$ cat src/rtl/pcseq_pkg.sv
package pcseq_pkg;
  typedef enum logic [2:0] {
    XF_SEQ  = 3'd0,
    XF_LONG = 3'd1,
    XF_PAGE = 3'd2,
    XF_IND  = 3'd3,
    XF_REL  = 3'd4,
    XF_SKIP = 3'd5
  } xfer_e;
endpackage

$ cat src/rtl/pcseq_incr.sv
// Sequential and skip advance adders.
module pcseq_incr #(
  parameter int PC_W  = 15,
  parameter int LEN_W = 2
) (
  input  logic [PC_W-1:0]  pc,
  input  logic [LEN_W-1:0] cur_len,
  input  logic [LEN_W-1:0] next_len,
  output logic [PC_W-1:0]  seq_tgt,
  output logic [PC_W-1:0]  skip_tgt
);
  localparam int PADW = PC_W - LEN_W;

  always_comb begin
    seq_tgt  = pc + {{PADW{1'b0}}, cur_len};
    skip_tgt = seq_tgt + {{PADW{1'b0}}, next_len};
  end
endmodule

$ cat src/rtl/pcseq_target.sv
// Jump target formation for page, indirect and relative transfers.
module pcseq_target #(
  parameter int PC_W   = 15,
  parameter int PAGE_W = 12,
  parameter int IND_W  = 8,
  parameter int REL_W  = 6
) (
  input  logic [PC_W-1:0]  pc,
  input  logic [PC_W-1:0]  imm_addr,
  input  logic [IND_W-1:0] acc,
  input  logic [REL_W-1:0] rel_off,
  output logic [PC_W-1:0]  page_tgt,
  output logic [PC_W-1:0]  ind_tgt,
  output logic [PC_W-1:0]  rel_tgt,
  output logic             rel_zero
);
  localparam int EXTW = PC_W - REL_W;

  logic [PC_W-1:0] rel_ext;

  always_comb begin
    page_tgt = {pc[PC_W-1:PAGE_W], imm_addr[PAGE_W-1:0]};
    ind_tgt  = {pc[PC_W-1:IND_W], acc};
    rel_ext  = {{EXTW{rel_off[REL_W-1]}}, rel_off};
    rel_tgt  = pc + rel_ext;
    rel_zero = (rel_off == '0);
  end
endmodule

$ cat src/rtl/pcseq_range.sv
// Program-memory bound check.
module pcseq_range #(
  parameter int PC_W      = 15,
  parameter int MEM_BYTES = 24576
) (
  input  logic [PC_W-1:0] addr,
  output logic            out_of_range
);
  localparam longint SPACE = longint'(1) << PC_W;

  generate
    if (longint'(MEM_BYTES) >= SPACE) begin : g_full
      assign out_of_range = 1'b0;
    end else begin : g_part
      localparam logic [PC_W-1:0] LIMIT = PC_W'(MEM_BYTES);
      assign out_of_range = (addr >= LIMIT);
    end
  endgenerate
endmodule

$ cat src/rtl/pcseq_core.sv
module pcseq_core #(
  parameter int PC_W      = 15,
  parameter int PAGE_W    = 12,
  parameter int IND_W     = 8,
  parameter int REL_W     = 6,
  parameter int LEN_W     = 2,
  parameter int MEM_BYTES = 24576
) (
  input  logic             clk,
  input  logic             rst,
  input  logic             step,
  input  logic [2:0]       kind,
  input  logic [PC_W-1:0]  imm_addr,
  input  logic [IND_W-1:0] acc,
  input  logic [REL_W-1:0] rel_off,
  input  logic [LEN_W-1:0] cur_len,
  input  logic [LEN_W-1:0] next_len,
  input  logic             cond_ok,
  output logic [PC_W-1:0]  pc_q,
  output logic [PC_W-1:0]  pc_next,
  output logic             fetch_bad
);
  import pcseq_pkg::*;

  localparam int PADW = PC_W - LEN_W;

  logic [PC_W-1:0] seq_tgt, skip_tgt, page_tgt, ind_tgt, rel_tgt;
  logic            rel_zero;
  logic            next_bad;
  xfer_e           xk;

  pcseq_incr #(.PC_W(PC_W), .LEN_W(LEN_W)) u_incr (
    .pc(pc_q), .cur_len(cur_len), .next_len(next_len),
    .seq_tgt(seq_tgt), .skip_tgt(skip_tgt)
  );

  pcseq_target #(.PC_W(PC_W), .PAGE_W(PAGE_W), .IND_W(IND_W), .REL_W(REL_W)) u_target (
    .pc(pc_q), .imm_addr(imm_addr), .acc(acc), .rel_off(rel_off),
    .page_tgt(page_tgt), .ind_tgt(ind_tgt), .rel_tgt(rel_tgt), .rel_zero(rel_zero)
  );

  pcseq_range #(.PC_W(PC_W), .MEM_BYTES(MEM_BYTES)) u_range (
    .addr(pc_next), .out_of_range(next_bad)
  );

  always_comb begin
    xk = xfer_e'(kind);
    unique case (xk)
      XF_LONG: pc_next = imm_addr;
      XF_PAGE: pc_next = page_tgt;
      XF_IND:  pc_next = ind_tgt;
      XF_REL:  pc_next = rel_zero ? seq_tgt : rel_tgt;
      XF_SKIP: pc_next = cond_ok ? seq_tgt : skip_tgt;
      default: pc_next = seq_tgt;
    endcase
  end

  always_ff @(posedge clk) begin
    if (rst) begin
      pc_q      <= '0;
      fetch_bad <= 1'b0;
    end else if (step) begin
      pc_q      <= pc_next;
      fetch_bad <= next_bad;
    end
  end

  // reset clears counter and flag
  a_r1_reset_zero: assert property (@(posedge clk)
    rst |=> (pc_q == '0 && !fetch_bad));

  // counter holds while not stepping
  a_r2_hold: assert property (@(posedge clk) disable iff (rst)
    !step |=> ($stable(pc_q) && $stable(fetch_bad)));

  // page jump keeps the page number
  a_r5_page_keep: assert property (@(posedge clk) disable iff (rst)
    (step && kind == 3'd2) |=>
      (pc_q[PC_W-1:PAGE_W] == $past(pc_q[PC_W-1:PAGE_W]) &&
       pc_q[PAGE_W-1:0] == $past(imm_addr[PAGE_W-1:0])));

  // indirect jump takes low byte from accumulator
  a_r6_ind_keep: assert property (@(posedge clk) disable iff (rst)
    (step && kind == 3'd3) |=>
      (pc_q[IND_W-1:0] == $past(acc) &&
       pc_q[PC_W-1:IND_W] == $past(pc_q[PC_W-1:IND_W])));

  // zero relative offset behaves as plain advance
  a_r8_rel_zero: assert property (@(posedge clk) disable iff (rst)
    (step && kind == 3'd4 && rel_off == '0) |=>
      (pc_q == $past(pc_q) + {{PADW{1'b0}}, $past(cur_len)}));

  // failed skip test steps over the following instruction
  a_r9_skip: assert property (@(posedge clk) disable iff (rst)
    (step && kind == 3'd5 && !cond_ok) |=>
      (pc_q == $past(pc_q) + {{PADW{1'b0}}, $past(cur_len)}
                           + {{PADW{1'b0}}, $past(next_len)}));

  // flag tracks the registered address against the memory limit
  a_r10_bad_flag: assert property (@(posedge clk) disable iff (rst)
    ((longint'(MEM_BYTES) < (longint'(1) << PC_W)) ?
       (fetch_bad == (longint'(pc_q) >= longint'(MEM_BYTES))) : !fetch_bad));
endmodule

$ cat config.mk
export PLATFORM = sky130hd
export DESIGN_NAME = pcseq_core
export DESIGN_NICKNAME = d
export VERILOG_FILES = /design/src/rtl/pcseq_pkg.sv /design/src/rtl/pcseq_incr.sv /design/src/rtl/pcseq_target.sv /design/src/rtl/pcseq_range.sv /design/src/rtl/pcseq_core.sv
export SDC_FILE = /design/constraint.sdc
export NUM_CORES = 1
export LEC_CHECK = 0
export BUFFER_PORTS_ARGS = -buffer_cell sky130_fd_sc_hd__buf_2
export CAP_MARGIN = 10
export CELL_PAD_IN_SITES_DETAIL_PLACEMENT = 0
export CELL_PAD_IN_SITES_GLOBAL_PLACEMENT = 2
export CORE_MARGIN = 2
export CORE_UTILIZATION = 33
export CTS_CLUSTER_DIAMETER = 40
export CTS_CLUSTER_SIZE = 14
export DETAILED_ROUTE_END_ITERATION = 12
export GPL_TIMING_DRIVEN = 0
export PLACE_DENSITY_LB_ADDON = 0.1
export SLEW_MARGIN = 20
export SYNTH_ARGS = -nofsm -noshare
export SYNTH_HDL_FRONTEND = slang
export SYNTH_SLANG_ARGS = --single-unit
$ cat constraint.sdc
create_clock -name clk -period 7.8 [get_ports clk]
set_input_delay 0.39 -clock clk [delete_from_list [all_inputs] [get_ports clk]]
set_output_delay 0.39 -clock clk [all_outputs]
set_load 0.01 [all_outputs]
==> summary by stage, run 1 <==
Outcome
The flow ran to the end, and the final reports show no timing, DRC or antenna violations.

Power and ir drop
In this run the power spent charging and discharging nets is between 150 and 200 uW. The share of power burned in the clock network is 0.163. The internal power of the cells totals between 200 and 250 uW. The post-layout total power is about 390 uW.

The static leakage power is between 0.0015 and 0.002 uW. Dividing total power by cell area gives a power density of between 100 and 150 mW/mm^2. The power share of the combinational group is 0.577. The proportion of power drawn by flip-flops and latches is 0.260. The share of total power consumed by net switching is 0.452.

The maximum vdd drop is 0.0000512 V.

STA
The number of pins with negative max-slew slack in the final report came to 0. The clock arrives with around 0.0050 ns of skew. Static timing analysis puts the maximum clock frequency at 227 MHz. The worst pin sits at a relative slew slack of 0.412. The time the final worst path needs with I/O delays and setup is ~4.4 ns.

The fraction of the cycle the final worst path needs is 0.564. The total count of hold-check failures in the final report came to 0. Setup repair after global routing left no endpoint under its margin. The pin slew with the least headroom to its limit is slightly below 0.9 ns. Adding up every negative setup slack in the final design gives 0 ns. The final number of setup-violating endpoints is 0.

Die
The standard-cell row count is 34. The placeable core region is between 0.008 and 0.009 mm^2. The y dimension of the die is about 100 um. The initial utilization of the core area, before any placement, comes to 0.339. The total die area is slightly below 0.01 mm^2. From left edge to right edge, the die measures around 100 um. The number of top-level design ports is 71.

Synth
The mean instance size in the synthesized netlist is about 7.2 um^2. The post-synthesis net count is ~470. The count of synthesis-stage warnings from yosys is 0. In this run, distinct cell masters in the synthesized netlist total 69. The flop and latch count out of synthesis is 16. After synthesis the cells add up to around 0.0030 mm^2.

For this run, asynchronously set or reset flops after synthesis account for 0. The post-synthesis sequential area ratio is 0.108. The most used flip-flop cell after synthesis is sky130_fd_sc_hd__dfxtp_1. Counting every instance in the synthesized netlist gives 412. The number of enable-type register cells in the synthesized netlist is 0.

CTS
The maximum buffer depth of the clock tree is 2. The number of levels the H-tree was split into is 1. The later pin in the worst-skew pair is clocked with a latency of around 0.25 ns. The number of clock buffers added by TritonCTS is 3.

The root buffer cell chosen for the clock tree is sky130_fd_sc_hd__clkbuf_8. TritonCTS built the clock tree. The number of post-CTS setup repair buffers is 0. The clock slew at the register clock pins of the worst setup and hold paths is 0.07 ns. Gates resized during post-CTS repair numbered 0. The number of sinks on the clock net is 16. The hold buffer count at CTS is 0.

Place
Detailed placement finished with a half-perimeter wire length of between 9000 and 10000 um. Port buffering added between 60 and 70 buffers. Routability-driven placement finished with a final weighted congestion of between 0.8 and 0.9.

Finish
The ratio of cells with drive above 1 in the final layout is 0.208. The area growth from synthesis to layout is 17.1%. The final layout contains ~540 nets. The total inserted antenna cells is 0.

Route
Across all layers, the routed design uses around 3400 vias. After detailed routing, the average wire length per cell comes to between 15 and 20 um. The number of design rule violations left after detail routing is 0.

In the routed layout, each cell is associated on average with a via count of roughly 5.8. After the first detailed-routing iteration, the DRC count stood at between 150 and 200. The wire length reported by the detailed router is ~12000 um.

The number of iterations in the first detailed-routing pass is 5. The remaining antenna violation count is 0.

Global routing
The first global-routing pass estimated between 15000 and 20000 um of wire. The number of antenna violations at the first check in global routing is 0. Global routing finished with a remaining overflow of 0. The via count of the first global-routing pass was 3174. Entering global routing, the biggest net connects 13 pins. The overall routing resource usage is 0.237.

Critical path
At the worst endpoint, the required time is about 7.4 ns. In this run the worst path has a maximum fanout of 6. In this run the critical register-to-register path is launched from pc_q[0]$_SDFFE_PP0P_. The critical path class is reg2out. STA classifies the critical path startpoint as a flip-flop.

The capturing element type of the critical path is a primary output. The source of the critical timing path is pc_q[0]$_SDFFE_PP0P_. For the worst setup path, the data arrival time is 4.01 ns.

Job
The number of max-cap violations is 0.

Min path
The worst hold path begins at fetch_bad$_SDFFE_PP0P_. The worst min-delay path category is reg2reg.
==> state kept, by name, indices dropped and copies added, names as in the netlist <==
name / count
fetch_bad: 1
pc_q: 15
==> cells by family (layout without fill, tap and decap cells) <==
group | count (synthesis) | after routing | share of synthesized area
flip-flops | 16 | 16 | 0.108
adder cells (fa/ha/maj) | 21 | 21 | 0.0964
XOR/XNOR | 27 | 27 | 0.0799
AND/OR/NAND/NOR | 151 | 151 | 0.264
AO/OA/AOI/OAI | 134 | 134 | 0.322
buffers and inverters | 45 | 114 | 0.0660
multiplexers | 18 | 18 | 0.0639
==> worst max-delay path: stages (launching register included) <==
cell	delay (ns)
sky130_fd_sc_hd__dfxtp_1	0.39
sky130_fd_sc_hd__ha_1	0.33
sky130_fd_sc_hd__fa_1	0.54
sky130_fd_sc_hd__ha_1	0.31
sky130_fd_sc_hd__a21oi_1	0.06
sky130_fd_sc_hd__or3_4	0.39
sky130_fd_sc_hd__or3_1	0.38
sky130_fd_sc_hd__nor4_1	0.35
sky130_fd_sc_hd__xor2_1	0.11
sky130_fd_sc_hd__a211oi_1	0.67
sky130_fd_sc_hd__inv_1	0.07
sky130_fd_sc_hd__buf_2	0.16
==> power groups by stage <==
stage	clock network, uW	registers (uW)	logic (uW)
finish	63.7	102	226
global route	70.5	103	249
CTS	66.9	102	224
detailed placement	0	103	223
global placement	0	103	223
floorplan	0	101	149
==> cells in the mapped netlist (10+ instances only) <==
cell                       count  area (um^2)
sky130_fd_sc_hd__nor2_1       46          173
sky130_fd_sc_hd__nand3_1      15         75.1
sky130_fd_sc_hd__mux2i_1      11          110
sky130_fd_sc_hd__o21ai_0      16         80.1
sky130_fd_sc_hd__a21oi_1      24          120
sky130_fd_sc_hd__xor2_1       10         87.6
sky130_fd_sc_hd__xnor2_1      17          149
sky130_fd_sc_hd__clkbuf_1     12         45.0
sky130_fd_sc_hd__a211oi_1     10         75.1
sky130_fd_sc_hd__nor3_1       11         55.1
sky130_fd_sc_hd__dfxtp_1      16          320
sky130_fd_sc_hd__ha_1         18          225
sky130_fd_sc_hd__o22ai_1      10         62.6
sky130_fd_sc_hd__nand2_1      27          101
sky130_fd_sc_hd__inv_1        20         75.1
==> per-stage QoR <==
| step | setup slack (ns) | area (um^2) | utilization | hold slack (ns) | cells |
|---|---|---|---|---|---|
| after floorplan | 4.27 | 2960 | - | 0.511 | 412 |
| after global placement | 3.62 | 3420 | 0.393 | 0.473 | 586 |
| after detailed placement | 3.62 | 3420 | 0.393 | 0.477 | 586 |
| after CTS | 3.42 | 3470 | 0.397 | 0.488 | 589 |
| after global routing | 3.18 | 3470 | 0.397 | 0.519 | 589 |
| final | 3.40 | 3470 | 0.397 | 0.487 | 589 |
==> layout by cell type, fill, tap and decap left out, types with 11 or more instances in the layout <==
cell	count
sky130_fd_sc_hd__a21oi_1	24
sky130_fd_sc_hd__buf_2	75
sky130_fd_sc_hd__clkbuf_1	12
sky130_fd_sc_hd__dfxtp_1	16
sky130_fd_sc_hd__ha_1	18
sky130_fd_sc_hd__inv_1	20
sky130_fd_sc_hd__mux2i_1	11
sky130_fd_sc_hd__nand2_1	27
sky130_fd_sc_hd__nand3_1	15
sky130_fd_sc_hd__nor2_1	46
sky130_fd_sc_hd__nor3_1	11
sky130_fd_sc_hd__o21ai_0	16
sky130_fd_sc_hd__xnor2_1	17
==> final cells by class <==
type / instances / area (um^2)
multi-input cells: 351 / 2440
flip-flops and latches: 16 / 320
repair buffers: 66 / 330
fillers: 971 / 5260
plain buffers: 25 / 120
well taps: 108 / 135
clock buffers: 3 / 41.3
inverters: 20 / 75.1
==> final timing paths <==
| kind | to | slack (ns) | depth (start not counted) |
|---|---|---|---|
| worst max-delay path | pc_next[13] | 3.40 | 11 |
| worst min-delay path | fetch_bad$_SDFFE_PP0P_ | 0.49 | 2 |
| worst max register to register | pc_q[13]$_SDFFE_PP0P_ | 3.97 | 10 |
| worst min register to register | fetch_bad$_SDFFE_PP0P_ | 0.49 | 2 |
==> metal layers <==
| metal | part of all wire | global-route usage | wire (um) |
|---|---|---|---|
| met1 | 0.49 | 0.358 | 5720 |
| met3 | 0.062 | 0.0213 | 728 |
| met4 | 0.0038 | 0.0306 | 45 |
| met5 | 0 | 0 | 0 |
| met2 | 0.45 | 0.375 | 5230 |
Power figures use the tool's default switching activity.
==> run 2: changes to the inputs <==
ABC_AREA = 1   (was default)
CORE_UTILIZATION = 28   (was 33)
clock period = 4.52 ns   (was 7.8 ns; I/O delays follow)
==> run 2 against run 1 <==
Effect of this change: register-to-register slack got worse by 2.7 ns; cell area is 1.9% lower; sequential power grew 76%; critical path depth grew 5; clock skew decreased by 0.0038 ns; combinational power rose by 58%.
==> summary by stage, run 2 <==
Global routing
For met2 alone, demand over resource in global routing was 0.313. The number of antenna violations at the first check in global routing is 0. For this run, global-route usage on met1 was measured as 0.270.

In the global route stage, overall resource usage came out at 0.190. Entering global routing, the biggest net connects 12 pins. The met3 routing resource usage after global routing is 0.0112.

Summed over all layers, the global routing overflow is 0. The most used routing layer is met2. The via count of the first global-routing pass is around 3300. The wire length of the first global-routing pass is around 17000 um.

Synth
Synthesis inferred 16 register bits. The proportion of netlist area held by the largest area contributor is 0.153. The largest area contributor in the synthesized netlist is sky130_fd_sc_hd__nand2_1. The number of enable-type register cells in the synthesized netlist is 0. Summing every instance area after synthesis gives around 0.0028 mm^2.

After synthesis, the share of flip-flops with an asynchronous set or reset is 0. By area the synthesized netlist is led by sky130_fd_sc_hd__nand2_1 15%, sky130_fd_sc_hd__dfxtp_1 11%, sky130_fd_sc_hd__inv_1 9.1%, sky130_fd_sc_hd__nand3_1 8.4%, sky130_fd_sc_hd__ha_1 7.9%. Synthesis instantiated 41 different standard cells from the library. The mean instance size in the synthesized netlist is between 5 and 6 um^2. During synthesis, Yosys emitted a total of 0 warnings.

Among all cell types in the netlist, the one instantiated most often is sky130_fd_sc_hd__nand2_1. In the synthesized netlist, the cells that appear most often are 116 x sky130_fd_sc_hd__nand2_1, 69 x sky130_fd_sc_hd__inv_1, 48 x sky130_fd_sc_hd__nand3_1. Among all flip-flop cells after synthesis, the most frequent one is sky130_fd_sc_hd__dfxtp_1. Of the synthesized area, sequential elements account for 0.112.

Synthesis handed over a netlist of 489 instances. The post-synthesis net count is 550.

CTS
The root buffer cell chosen for the clock tree is sky130_fd_sc_hd__clkbuf_8. The maximum buffer depth of the clock tree is 2. Buffers added to address setup during post-CTS repair amount to 0. The number of sinks on the clock net is 16.

The source-to-sink clock delay at the later pin of the worst-skew pair is between 0.2 and 0.25 ns. The number of gates resized after CTS is 0. CTS built an H-tree with a depth of 1. The number of hold buffers added after CTS was 0. The number of buffers inserted during clock tree synthesis is 3. TritonCTS built the clock tree. After clock tree synthesis, the clock-pin slew on the worst setup and hold paths is 0.06 ns.

STA
Clock skew on the completed layout was measured at around 0.0011 ns. The fraction of the cycle the final worst path needs is 0.824. The highest clock frequency the design can meet is 269 MHz.

The final hold slack is approximately 0.24 ns. The time the final worst path needs with I/O delays and setup is about 3.7 ns. Setup violations remaining at the end of the flow were counted as 0. The number of pins with negative max-slew slack in the final report came to 0. Setup repair after global routing left no endpoint under its margin. The total count of hold-check failures in the final report is 0. Setup total negative slack on the finished layout was measured at 0 ns. At the pin with the least slew margin, the transition time is about 0.55 ns. Measured against its own limit, the worst slew margin works out to 0.632.

Power and ir drop
The internal power is roughly 340 uW. For this design the ratio of total power to cell area is between 150 and 200 mW/mm^2. The share of total power dissipated in combinational logic is 0.557.

In this run the power spent charging and discharging nets is 301 uW. Of the total power, registers draw 0.280. The share of total power consumed by net switching is 0.468. The share of power burned in the clock network is 0.163. The maximum vdd drop is 0.000185 V.

The analysis attributes to cell leakage a power of ~0.0018 uW.

Finish
Leaving out fill and tap cells, the most frequent cell in the layout is sky130_fd_sc_hd__nand2_1. The final design utilization is 0.346. Excluding fillers, the count of instances in the completed layout stands at 694.

The final net count is between 600 and 700. The number of antenna diodes in the final layout is 0. The register containing the most flip-flops in the final layout is pc_q. The ratio of cells with drive above 1 in the final layout is 0.212. Leaving out fill and tap cells, the most frequent cells in the layout are 116 x sky130_fd_sc_hd__nand2_1, 71 x sky130_fd_sc_hd__buf_2, 69 x sky130_fd_sc_hd__inv_1. From synthesis to final layout, the design area changed by 19.4%. The flip-flop count of the largest register after layout is 15. In the final layout, the registers with the most flip-flops are pc_q x15, fetch_bad x1. The final non-filler cell area is roughly 0.0034 mm^2.

Critical path
The worst register-to-register path has a setup slack of approximately 1.2 ns. The largest driver fanout on the critical path is 5. In this design, the stage delay of the slowest critical-path cell is about 0.60 ns.

The largest individual stage delay along the critical path comes from the cell sky130_fd_sc_hd__fa_1. For the worst setup path, the data required time is approximately 4.3 ns. In this run the critical register-to-register path is launched from pc_q[0]$_SDFFE_PP0P_. The capturing element type of the critical path is a primary output. The startpoint kind of the worst setup timing path is a flip-flop.

Walking the worst path, the cells encountered are ha_1 -> fa_1 -> inv_1 -> fa_1 -> or2_2 -> nor2_4 -> nand2_4 -> nor2_4 -> nand3_4 -> nor2_8 -> xor2_1 -> nand2_1 -> nand3_1 -> nand2_1 -> inv_1 -> buf_2. The critical path in this run is classified as reg2out. Data arrives at the worst endpoint at around 3.5 ns. Measured in cells, the most critical reg-to-reg path has a length of 17. The reg-to-reg critical path endpoint is fetch_bad$_SDFFE_PP0P_.

Route
After detailed routing, the average wire length per cell comes to 15.1 um. The routed design has about 10000 um of wire. The average vias per placed instance is around 4.8. The detailed router finished its first iteration with 152 violations. The number of iterations in the first detailed-routing pass is 4. In this run the remaining antenna-violating nets after routing total 0. In the routed design, unresolved DRC markers number 0. The total via count after detailed routing is between 3000 and 4000.

Outcome
The run finished with clean final reports.

Die
The placeable core region is about 0.0098 mm^2. For this configuration, the core starts out at a cell density of 0.290. The standard-cell row count is 36. The total die area is around 0.011 mm^2. Measured along the x axis, the die boundary spans roughly 100 um. In this run the count of I/O pins placed on the die edge is 71. In this run the vertical extent of the chip is 105 um.

Min path
The launch instance of the worst min-delay path is rst. For hold timing, the worst endpoint is pc_q[13]$_SDFFE_PP0P_. The worst min-delay path category is in2reg. The number of stages on the worst hold path is 2.

Place
The placed instances occupy a cell area of approximately 0.0034 mm^2. The count of buffers inserted at the top-level ports is 69. The global placement routability congestion is ~0.85. The number of placed instances, taps included is 691.

The placed wire-length estimate after detailed placement is 9060 um.

Job
Max-cap violations in this run came to 0.
-- run 2: cell count changes after synthesis, moves of 8 or more --
cell                      before  now
sky130_fd_sc_hd__nand2_1      27  116
sky130_fd_sc_hd__inv_1        20   69
sky130_fd_sc_hd__o22ai_1      10    0
sky130_fd_sc_hd__nand2_2       0    8
sky130_fd_sc_hd__nand3_1      15   48
sky130_fd_sc_hd__mux2i_1      11    1
sky130_fd_sc_hd__inv_2         0    8
sky130_fd_sc_hd__xnor2_1      17    0
sky130_fd_sc_hd__o21a_1        9    0
sky130_fd_sc_hd__o21ai_0      16   28
-- run 2: worst max path at each step --
| stage | startpoint | endpoint | slack (ns) | cells after the start |
|---|---|---|---|---|
| global route | pc_q[0]$_SDFFE_PP0P_ | pc_next[10] | 0.58 | 16 |
| CTS | pc_q[0]$_SDFFE_PP0P_ | pc_next[10] | 0.78 | 16 |
| global placement | pc_q[0]$_SDFFE_PP0P_ | pc_next[10] | 1.05 | 16 |
| floorplan | pc_q[0]$_SDFFE_PP0P_ | pc_next[10] | 1.45 | 15 |
| finish | pc_q[0]$_SDFFE_PP0P_ | pc_next[10] | 0.80 | 16 |
| detailed placement | pc_q[0]$_SDFFE_PP0P_ | pc_next[10] | 1.07 | 16 |
-- run 2: layout make-up --
class / instances / area, um^2
Tap cell: 133 / 166
Buffer: 9 / 40.0
Multi-Input combinational cell: 385 / 2190
Inverter: 79 / 297
Timing Repair Buffer: 69 / 345
Sequential cell: 16 / 320
Fill cell: 1175 / 6420
Clock buffer: 3 / 41.3
-- run 2: kinds of logic (layout without fill, tap and decap cells) --
logic type,after synthesis,in the layout,share of synthesized area
xor+xnor,5,5,0.0154
fa+ha+maj,21,21,0.100
mux,1,1,0.00352
simple gates,260,260,0.443
buf+inv,88,160,0.118
flops,16,16,0.112
compound gates,98,98,0.207
-- run 2: power groups by stage --
stage	Clock, uW	Sequential, uW	Combinational (uW)
after global routing	115	182	407
after floorplan	0	176	235
after detailed placement	0	183	359
after CTS	112	180	361
final	105	180	358
after global placement	0	183	360
-- run 2: through the flow --
stage               total power, uW  setup slack, ns
global placement                542             1.05
global route                    705            0.577
CTS                             652            0.784
finish                          643            0.798
detailed placement              542             1.07
floorplan                       411             1.45
-- run 2: routing by layer --
layer / share of wire / up-vias
met2: 0.45 / 60
met3: 0.035 / 10
met1: 0.50 / 1478
met4: 0.016 / 0
met5: 0 / -
li1: - / 1781
-- run 2: critical path, delay by kind of cell (launching register included) --
kind | cells | cell delay, ns
simple gates | 9 | 1.23
fa+ha+maj | 3 | 1.22
flops | 1 | 0.37
buf+inv | 3 | 0.27
xor+xnor | 1 | 0.15
